$ cat config.mk
export PLATFORM = sky130hd
export DESIGN_NAME = nestIntCtrl
export DESIGN_NICKNAME = d
export VERILOG_FILES = /design/src/rtl/nicPkg.sv /design/src/rtl/nicDatapath.sv /design/src/rtl/nicControl.sv /design/src/rtl/nestIntCtrl.sv
export SDC_FILE = /design/constraint.sdc
export NUM_CORES = 1
export LEC_CHECK = 0
export ABC_AREA = 1
export CAP_MARGIN = 20
export CORE_MARGIN = 2
export CORE_UTILIZATION = 50
export DETAILED_ROUTE_END_ITERATION = 10
export PLACE_DENSITY = 0.8
export SKIP_CTS_REPAIR_TIMING = 1
export SLEW_MARGIN = 5
export SYNTH_ARGS = -nofsm -noshare
export SYNTH_HDL_FRONTEND = slang
export SYNTH_SLANG_ARGS = --single-unit
$ cat constraint.sdc
create_clock -name clk -period 6.15 [get_ports clk]
set_clock_uncertainty 0.15 [all_clocks]
set_input_delay 1.23 -clock clk [delete_from_list [all_inputs] [get_ports clk]]
set_output_delay 1.23 -clock clk [all_outputs]
set_load 0.005 [all_outputs]
$ cat src/rtl/nicPkg.sv
package nicPkg;

  // Strobes from control to datapath
  typedef struct packed {
    logic issue;      // take the current candidate this edge
  } nicStrobe_t;

endpackage

$ cat src/rtl/nicDatapath.sv
module nicDatapath
  import nicPkg::*;
#(
  parameter int NUM_SRC = 16,
  parameter int NUM_LVL = 4,
  parameter int SRC_W   = $clog2(NUM_SRC),
  parameter int LVL_W   = $clog2(NUM_LVL)
) (
  input  logic                     clk,
  input  logic                     rstN,
  input  logic [NUM_SRC-1:0]       reqLines,
  input  logic [NUM_SRC*LVL_W-1:0] srcLevel,
  input  logic [NUM_LVL-1:0]       lvlAllow,
  input  nicStrobe_t               strobe,
  output logic                     candValid,
  output logic [LVL_W-1:0]         candLvl,
  output logic                     ackPulse,
  output logic [SRC_W-1:0]         ackIndex
);

  logic [NUM_SRC-1:0]              pendQ;
  logic [NUM_LVL-1:0][NUM_SRC-1:0] lvlHit;
  logic [NUM_LVL-1:0]              lvlLive;
  logic [NUM_SRC-1:0]              winSet;
  logic [SRC_W-1:0]                candIdx;
  logic [NUM_SRC-1:0]              grantVec;

  // Sort pending sources into one bit-vector per level
  for (genvar l = 0; l < NUM_LVL; l++) begin : g_lvl
    for (genvar s = 0; s < NUM_SRC; s++) begin : g_src
      assign lvlHit[l][s] = pendQ[s] &&
                            (srcLevel[s*LVL_W +: LVL_W] == LVL_W'(l));
    end
    assign lvlLive[l] = lvlAllow[l] && (|lvlHit[l]);
  end

  // Most urgent live level: lowest index wins
  always_comb begin
    candValid = 1'b0;
    candLvl   = '0;
    for (int l = NUM_LVL - 1; l >= 0; l--) begin
      if (lvlLive[l]) begin
        candValid = 1'b1;
        candLvl   = LVL_W'(l);
      end
    end
  end

  // Tie-break inside the chosen level: lowest source index
  assign winSet = lvlHit[candLvl];

  always_comb begin
    candIdx = '0;
    for (int s = NUM_SRC - 1; s >= 0; s--) begin
      if (winSet[s]) candIdx = SRC_W'(s);
    end
  end

  always_comb begin
    grantVec = '0;
    if (strobe.issue) grantVec[candIdx] = 1'b1;
  end

  always_ff @(posedge clk) begin
    if (!rstN) begin
      pendQ    <= '0;
      ackPulse <= 1'b0;
      ackIndex <= '0;
    end else begin
      // Level-sensitive: pending follows the line, minus the granted source
      pendQ    <= reqLines & ~grantVec;
      ackPulse <= strobe.issue;
      if (strobe.issue) ackIndex <= candIdx;
    end
  end

endmodule

$ cat src/rtl/nicControl.sv
module nicControl
  import nicPkg::*;
#(
  parameter int NUM_LVL = 4,
  parameter int LVL_W   = $clog2(NUM_LVL)
) (
  input  logic               clk,
  input  logic               rstN,
  input  logic               intEnable,
  input  logic               eoiStrobe,
  input  logic               candValid,
  input  logic [LVL_W-1:0]   candLvl,
  output logic [NUM_LVL-1:0] lvlAllow,
  output nicStrobe_t         strobe,
  output logic [NUM_LVL-1:0] svcMask
);

  logic [NUM_LVL-1:0] svcQ;
  logic [NUM_LVL-1:0] lowBit;
  logic [NUM_LVL-1:0] setBit;
  logic [NUM_LVL-1:0] clrBit;

  // A level may be taken only if no equal or more urgent level is in service
  for (genvar l = 0; l < NUM_LVL; l++) begin : g_allow
    assign lvlAllow[l] = intEnable && (svcQ[l:0] == '0);
  end

  assign strobe.issue = candValid;

  // Isolate the most urgent in-service level
  assign lowBit = svcQ & (~svcQ + NUM_LVL'(1));
  assign clrBit = eoiStrobe ? lowBit : '0;

  always_comb begin
    setBit = '0;
    if (strobe.issue) setBit[candLvl] = 1'b1;
  end

  always_ff @(posedge clk) begin
    if (!rstN) svcQ <= '0;
    else       svcQ <= (svcQ & ~clrBit) | setBit;
  end

  assign svcMask = svcQ;

endmodule

$ cat src/rtl/nestIntCtrl.sv
module nestIntCtrl
  import nicPkg::*;
#(
  parameter int NUM_SRC = 16,
  parameter int NUM_LVL = 4,
  localparam int SRC_W  = $clog2(NUM_SRC),
  localparam int LVL_W  = $clog2(NUM_LVL)
) (
  input  logic                     clk,
  input  logic                     rstN,
  input  logic [NUM_SRC-1:0]       reqLines,
  input  logic [NUM_SRC*LVL_W-1:0] srcLevel,
  input  logic                     intEnable,
  input  logic                     eoiStrobe,
  output logic                     ackPulse,
  output logic [SRC_W-1:0]         ackIndex,
  output logic [NUM_LVL-1:0]       svcMask
);

  nicStrobe_t         strobe;
  logic               candValid;
  logic [LVL_W-1:0]   candLvl;
  logic [NUM_LVL-1:0] lvlAllow;

  nicDatapath #(
    .NUM_SRC(NUM_SRC), .NUM_LVL(NUM_LVL), .SRC_W(SRC_W), .LVL_W(LVL_W)
  ) dp_i (
    .clk(clk), .rstN(rstN), .reqLines(reqLines), .srcLevel(srcLevel),
    .lvlAllow(lvlAllow), .strobe(strobe), .candValid(candValid),
    .candLvl(candLvl), .ackPulse(ackPulse), .ackIndex(ackIndex)
  );

  nicControl #(
    .NUM_LVL(NUM_LVL), .LVL_W(LVL_W)
  ) ctl_i (
    .clk(clk), .rstN(rstN), .intEnable(intEnable), .eoiStrobe(eoiStrobe),
    .candValid(candValid), .candLvl(candLvl), .lvlAllow(lvlAllow),
    .strobe(strobe), .svcMask(svcMask)
  );

endmodule

Word-level counts from Yosys, hierarchy flattened
Cells that the tools add are included.
{"block": "op_classes", "add_sub_neg": 1, "mux": 33, "bitwise_logic": 8, "order_cmp": 4, "n_reduce_logical": 97, "n_eq_ne": 48}
{"op": "logical AND 1 bit", "n": 74}
{"op": "2-to-1 mux 4 bit", "n": 18}
{"op": "equality test 2 bit (second input constant)", "n": 32}
{"op": "OR reduction 16 bit", "n": 4}
{"op": "zero test 2 bit", "n": 17}
{"op": "binary-select mux 16 bit (select 2 bit)", "n": 1}
{"op": "equality test 2 x 1 -> 1 bit (second input constant)", "n": 16}
{"op": "2-to-1 mux 16 bit", "n": 2}
{"op": "bitwise AND 16 bit", "n": 1}
{"op": "inverter 16 bit", "n": 1}
{"op": "bitwise AND 4 bit", "n": 2}
{"op": "2-to-1 mux 2 bit", "n": 4}
{"op": "inverter 4 bit", "n": 2}
{"op": "2-to-1 mux 1 bit", "n": 6}
{"op": "< comparator 4 x 5 -> 1 bit (second input constant)", "n": 1}
{"op": "adder 4 x 1 -> 4 bit (second input constant)", "n": 1}
{"op": "demux 1 bit (select 4 bit)", "n": 1}
{"op": "greater-or-equal comparator 4 x 1 -> 1 bit (second input constant)", "n": 1}
{"op": "zero test 4 bit", "n": 1}
{"op": "bitwise OR 4 bit", "n": 1}
{"op": "zero test 3 bit", "n": 1}
{"op": "< comparator 2 x 3 -> 1 bit (second input constant)", "n": 1}
{"op": "demux 1 bit (select 2 bit)", "n": 1}
{"op": "greater-or-equal comparator 2 x 1 -> 1 bit (second input constant)", "n": 1}
{"op": "inverter 1 bit", "n": 1}
{"block": "word_totals", "output_inout_bits": 9, "elab_cells": 195, "register_bits": 25, "inputBits": 52}

Logic depth before layout (Yosys ltp)
{"block": "logic_depth", "ltp_word": 33, "depth_mapped": 31, "mapped_depth_nobuf": 31}

Cells and area by module
Synthesis repeated with hierarchy kept, for this count alone.
{"block": "unflattened", "hier_cells": 461, "area_unflattened_um2": 2575.0}
{"mod": "nicDatapath", "seq_area_each_um2": 420.4, "n_inst": 1, "cells_each": 429, "area_per_inst_um2": 2358.5}
{"mod": "nicControl", "seq_area_each_um2": 80.1, "n_inst": 1, "cells_each": 32, "area_per_inst_um2": 216.5}

Worst setup path before layout
OpenSTA, ideal clock, no wires.
{"block": "synth_timing", "path_type": "in2reg", "start": "input srcLevel[0]", "end": "register dp_i.pendQ[13]", "required_ps": 5891, "setup_time_ps": 109, "slack_ps": 2540, "stages": 22, "arrival_ps": 3351, "path_buffers": 2, "cell_sequence": "nand3_1 -> nand2_1 -> nor2_1 -> nand2_1 -> nor2_2 -> nor2_2 -> nand2_2 -> nand2_4 -> nand2_4 -> buf_8 -> buf_6 -> nor2_2 -> a31oi_1 -> o221ai_4 -> inv_4 -> nand3_2 -> nor2_4 -> nand2_4 -> nor2_4 -> nand4_1 -> nand2_1 -> inv_1"}
{"block": "synth_between", "elab_chain_cells": 33, "word_cells_on_any_way": 50, "cone_classes": "order compare: 2; eq/ne: 3; mux: 29; bitwise: 2; reduce/logical: 14"}
{"element": "from (decl)", "line_no": "nestIntCtrl.sv:12", "source": "input logic [NUM_SRC*LVL_W-1:0] srcLevel,"}
{"element": "equality test 2 bit", "line_no": "nicDatapath.sv:32", "source": "(srcLevel[s*LVL_W +: LVL_W] == LVL_W'(l));"}
{"element": "logical AND 1 bit", "line_no": "nicDatapath.sv:31", "source": "assign lvlHit[l][s] = pendQ[s] &&"}
{"element": "OR reduction 16 bit", "line_no": "nicDatapath.sv:34", "source": "assign lvlLive[l] = lvlAllow[l] && (|lvlHit[l]);"}
{"element": "logical AND 1 bit", "line_no": "nicDatapath.sv:34"}
{"element": "2-to-1 mux 2 bit (4 in a row)", "line_no": "nicDatapath.sv:42", "source": "if (lvlLive[l]) begin"}
{"element": "binary-select mux 16 bit (select 2 bit)", "line_no": "nicDatapath.sv:50", "source": "assign winSet = lvlHit[candLvl];"}
{"element": "2-to-1 mux 16 bit (implied by the code)", "line_no": "nicDatapath.sv:50"}
{"element": "2-to-1 mux 4 bit (16 in a row)", "line_no": "nicDatapath.sv:55", "source": "if (winSet[s]) candIdx = SRC_W'(s);"}
{"element": "< comparator 4 x 5 -> 1 bit (implied by the code) / greater-or-equal comparator 4 x 1 -> 1 bit (equally long branches)", "line_no": "nicDatapath.sv:61", "source": "if (strobe.issue) grantVec[candIdx] = 1'b1;"}
{"element": "logical AND 1 bit (implied by the code)", "line_no": "nicDatapath.sv:61"}
{"element": "2-to-1 mux 1 bit (implied by the code)", "line_no": "nicDatapath.sv:61"}
{"element": "demux 1 bit (select 4 bit)"}
{"element": "2-to-1 mux 16 bit (*)", "line_no": "nicDatapath.sv:61"}
{"element": "inverter 16 bit (*)", "line_no": "nicDatapath.sv:71", "source": "pendQ <= reqLines & ~grantVec;"}
{"element": "bitwise AND 16 bit (*)", "line_no": "nicDatapath.sv:71"}
{"element": "to (signal assigned)", "line_no": "nicDatapath.sv:71"}
{"element": "to (decl)", "line_no": "nicDatapath.sv:21", "source": "logic [NUM_SRC-1:0] pendQ;"}
Mark *: on every way between the ends. The rest lies on a longest branch, timed or not. The select of a mux whose other input is x is not followed.
A chain may end at the register's enable or synchronous reset.

Worst setup path after layout
{"block": "layout_timing", "start": "input srcLevel[0]", "end": "register dp_i.pendQ[15]"}
The elaborated chain is that of the path after synthesis.

==> metrics <==
die width=about 76 um; outcome=complete, no violations; post-synthesis compound-gate area fraction=~13%; num ports=61; Layout area overhead=26.3%; IR drop worst, VDD=0.163 mV; final setup fails=0; CTS root buf=clkbuf_8; Routed WL=7.24 mm; max-cap viol count=0; initial DRC count=233; post-synthesis simple-gate area fraction=52.6%; Startpoint Class=input port; Max clock buf depth=2; Max FO, Critical Path=11; Clock Latency Late Sink=roughly 0.27 ns; grt total ovfl=0; NumNets Final=between 500 and 600; Max-slew headroom=between 50% and 60%; largest net degree at the start of global routing=21; die area=0.00574 mm2; main combinational cell family by area after synthesis=simple AND/OR/NAND/NOR gates; number of port buffers=60; sequential fraction of the synthesis area=between 15 and 20%; Avg WL per Cell=about 13 um; fill count=~490; CTS clk-pin slew, worst paths=approximately 0.090 ns; final slew viol count=0; final worst-path cycle share=about 70%; final hold vios=0; xor/xnor cell area share of the yosys netlist=0%; DP HPWL=roughly 6.1 mm; cells after synthesis=between 400 and 500; HP Class=flop to flop; antenna violations before repair=0; Synth cell types=34; htree depth=1; post-synthesis mux area share=0%; RSZ-0062 raised after global routing=false; routed vias/inst=~5.3; DRT Pass-1 Iters=5; All-Layer GR Usage=about a quarter; Row Count=26; CP Class=input port to flop; LEAKAGE=0.00169 uW; CP arrival=4.44 ns; Mean Syn Cell Area=around 6.1 um2; commonest non-fill, non-tap cells in the layout=83 x nand3_1, 83 x nand2_1, 77 x inv_1, 60 x clkdlybuf4s50_1, 37 x nor2_1; post-synthesis adder-cell area fraction=0%; vias in the first global route=~2600; crit end category=flop; yosys warns=0; Core Footprint=0.00504 mm2; drc violations=0; final critical-path required period=between 4 and 5 ns; Inst Count DP=between 500 and 600; share of cells above drive strength 1=14.1%; diode count=0; Non-Filler Instances=553; Worst-Margin Slew=about 0.64 ns; via count=2937; Post-DRT Antenna Nets=0; Fin Setup TNS=0 ns; CTS tree=built; TritonCTS Buffers=3; flops & latches, synth=25; Final GP Congestion=roughly 1.0; f_max=0.226 GHz; Cell Area, Synth=about 0.0026 mm2; Sink Count=25; Cell Pwr Density=around 230 mW/mm2; Worst Path Required=~6 ns; starting density of the core=around 51%; post-synthesis net count=around 480; Die H=~76 um; first-pass GRT wire length=11.4 mm
path summary, 6_finish.rpt:
path / start / endpoint / slack (ns) / depth (start not counted)
max: srcLevel[0] / dp_i.pendQ[15] / 1.73 / 22
min: dp_i.ackIndex[3] / dp_i.ackIndex[3] / 0.33 / 2
max reg2reg: dp_i.pendQ[9] / dp_i.pendQ[15] / 2.89 / 20
min reg2reg: dp_i.ackIndex[3] / dp_i.ackIndex[3] / 0.33 / 2
logic make-up (layout without fill, tap and decap cells):
kind of cell | after synthesis | after routing
buffers and inverters | 94 | 152
and+or+nand+nor | 262 | 262
AOI/OAI and AO/OA | 44 | 44
DFF | 25 | 25
synthesized netlist by cell type (all sizes together):
| master | count | area share (%) |
|---|---|---|
| nand2 | 104 | 19 |
| inv | 88 | 13 |
| nand3 | 88 | 18 |
| nor2 | 54 | 11 |
| dfxtp | 25 | 19 |
| o21ai | 16 | 3.7 |
| nand4 | 12 | 2.9 |
| o221ai | 10 | 5.0 |
| a21oi | 9 | 1.7 |
| a31oi | 6 | 1.5 |
| buf | 5 | 2.1 |
| and3 | 1 | 0.44 |
| clkbuf | 1 | 0.15 |
| nand3b | 1 | 0.29 |
| nor3 | 1 | 0.39 |
| o211a | 1 | 0.39 |
| o211ai | 1 | 0.29 |
| o22ai | 1 | 0.24 |
| or2 | 1 | 0.34 |
stage by stage:
| stage | instance area [um2] | setup WS (ns) | hold slack (ns) | total power [uW] | utilization, % |
|---|---|---|---|---|---|
| global route | 3250 | 1.47 | 0.361 | 801 | 64.5 |
| CTS | 3250 | 1.76 | 0.334 | 738 | 64.5 |
| finish | 3250 | 1.73 | 0.331 | 739 | 64.5 |
| detailed placement | 3210 | 1.47 | 0.319 | 638 | 63.6 |
| floorplan | 2580 | 2.54 | 0.310 | 523 | - |
| global placement | 3210 | 1.48 | 0.322 | 634 | 63.6 |
layer usage:
metal  up-vias  part of all wire, %  track usage (%)
met5         -                    0                0
met4         0                  2.5             9.94
li1       1501                    -                -
met3        13                  6.9             2.91
met1      1314                   42             33.3
met2       109                   48             45.5
worst max-delay path: stages:
cell             delay (ns)
clkdlybuf4s50_1        0.52
inv_1                  0.09
nand3_1                0.08
nand2_1                0.05
nor2_1                 0.18
nand2_2                0.11
o21ai_4                0.33
nand2_4                0.09
nor2_4                 0.24
nand2_2                0.25
o221ai_1               0.21
inv_1                  0.08
nand2_1                0.13
nor2_1                 0.06
nand2_1                0.07
nand3_2                0.09
nor2_4                 0.15
nand2_4                0.09
nor2_4                 0.14
nand4_1                0.10
nand3_1                0.08
inv_1                  0.06
sequential cells by signal, indices dropped and copies added (netlist names):
register       count
ctl_i.svcMask      4
dp_i.ackIndex      4
dp_i.ackPulse      1
dp_i.pendQ        16
layout make-up:
cell class | instances | area, um2 | area share [%]
Timing Repair Buffer | 60 | 601 | 18.5
Multi-Input combinational cell | 306 | 1690 | 51.8
Tap cell | 70 | 87.6 | 2.69
Clock buffer | 3 | 41.3 | 1.27
Clock inverter | 1 | 5.00 | 0.154
Sequential cell | 25 | 500 | 15.4
Inverter | 88 | 333 | 10.2
report_power, final:
group / leakage, uW / total, uW / switching, uW / internal [uW]
clock network: 0.0000255 / 99.8 / 54.4 / 45.4
registers: 0.000207 / 205 / 20.3 / 185
logic: 0.00145 / 434 / 271 / 164
Power figures use the tool's default switching activity.
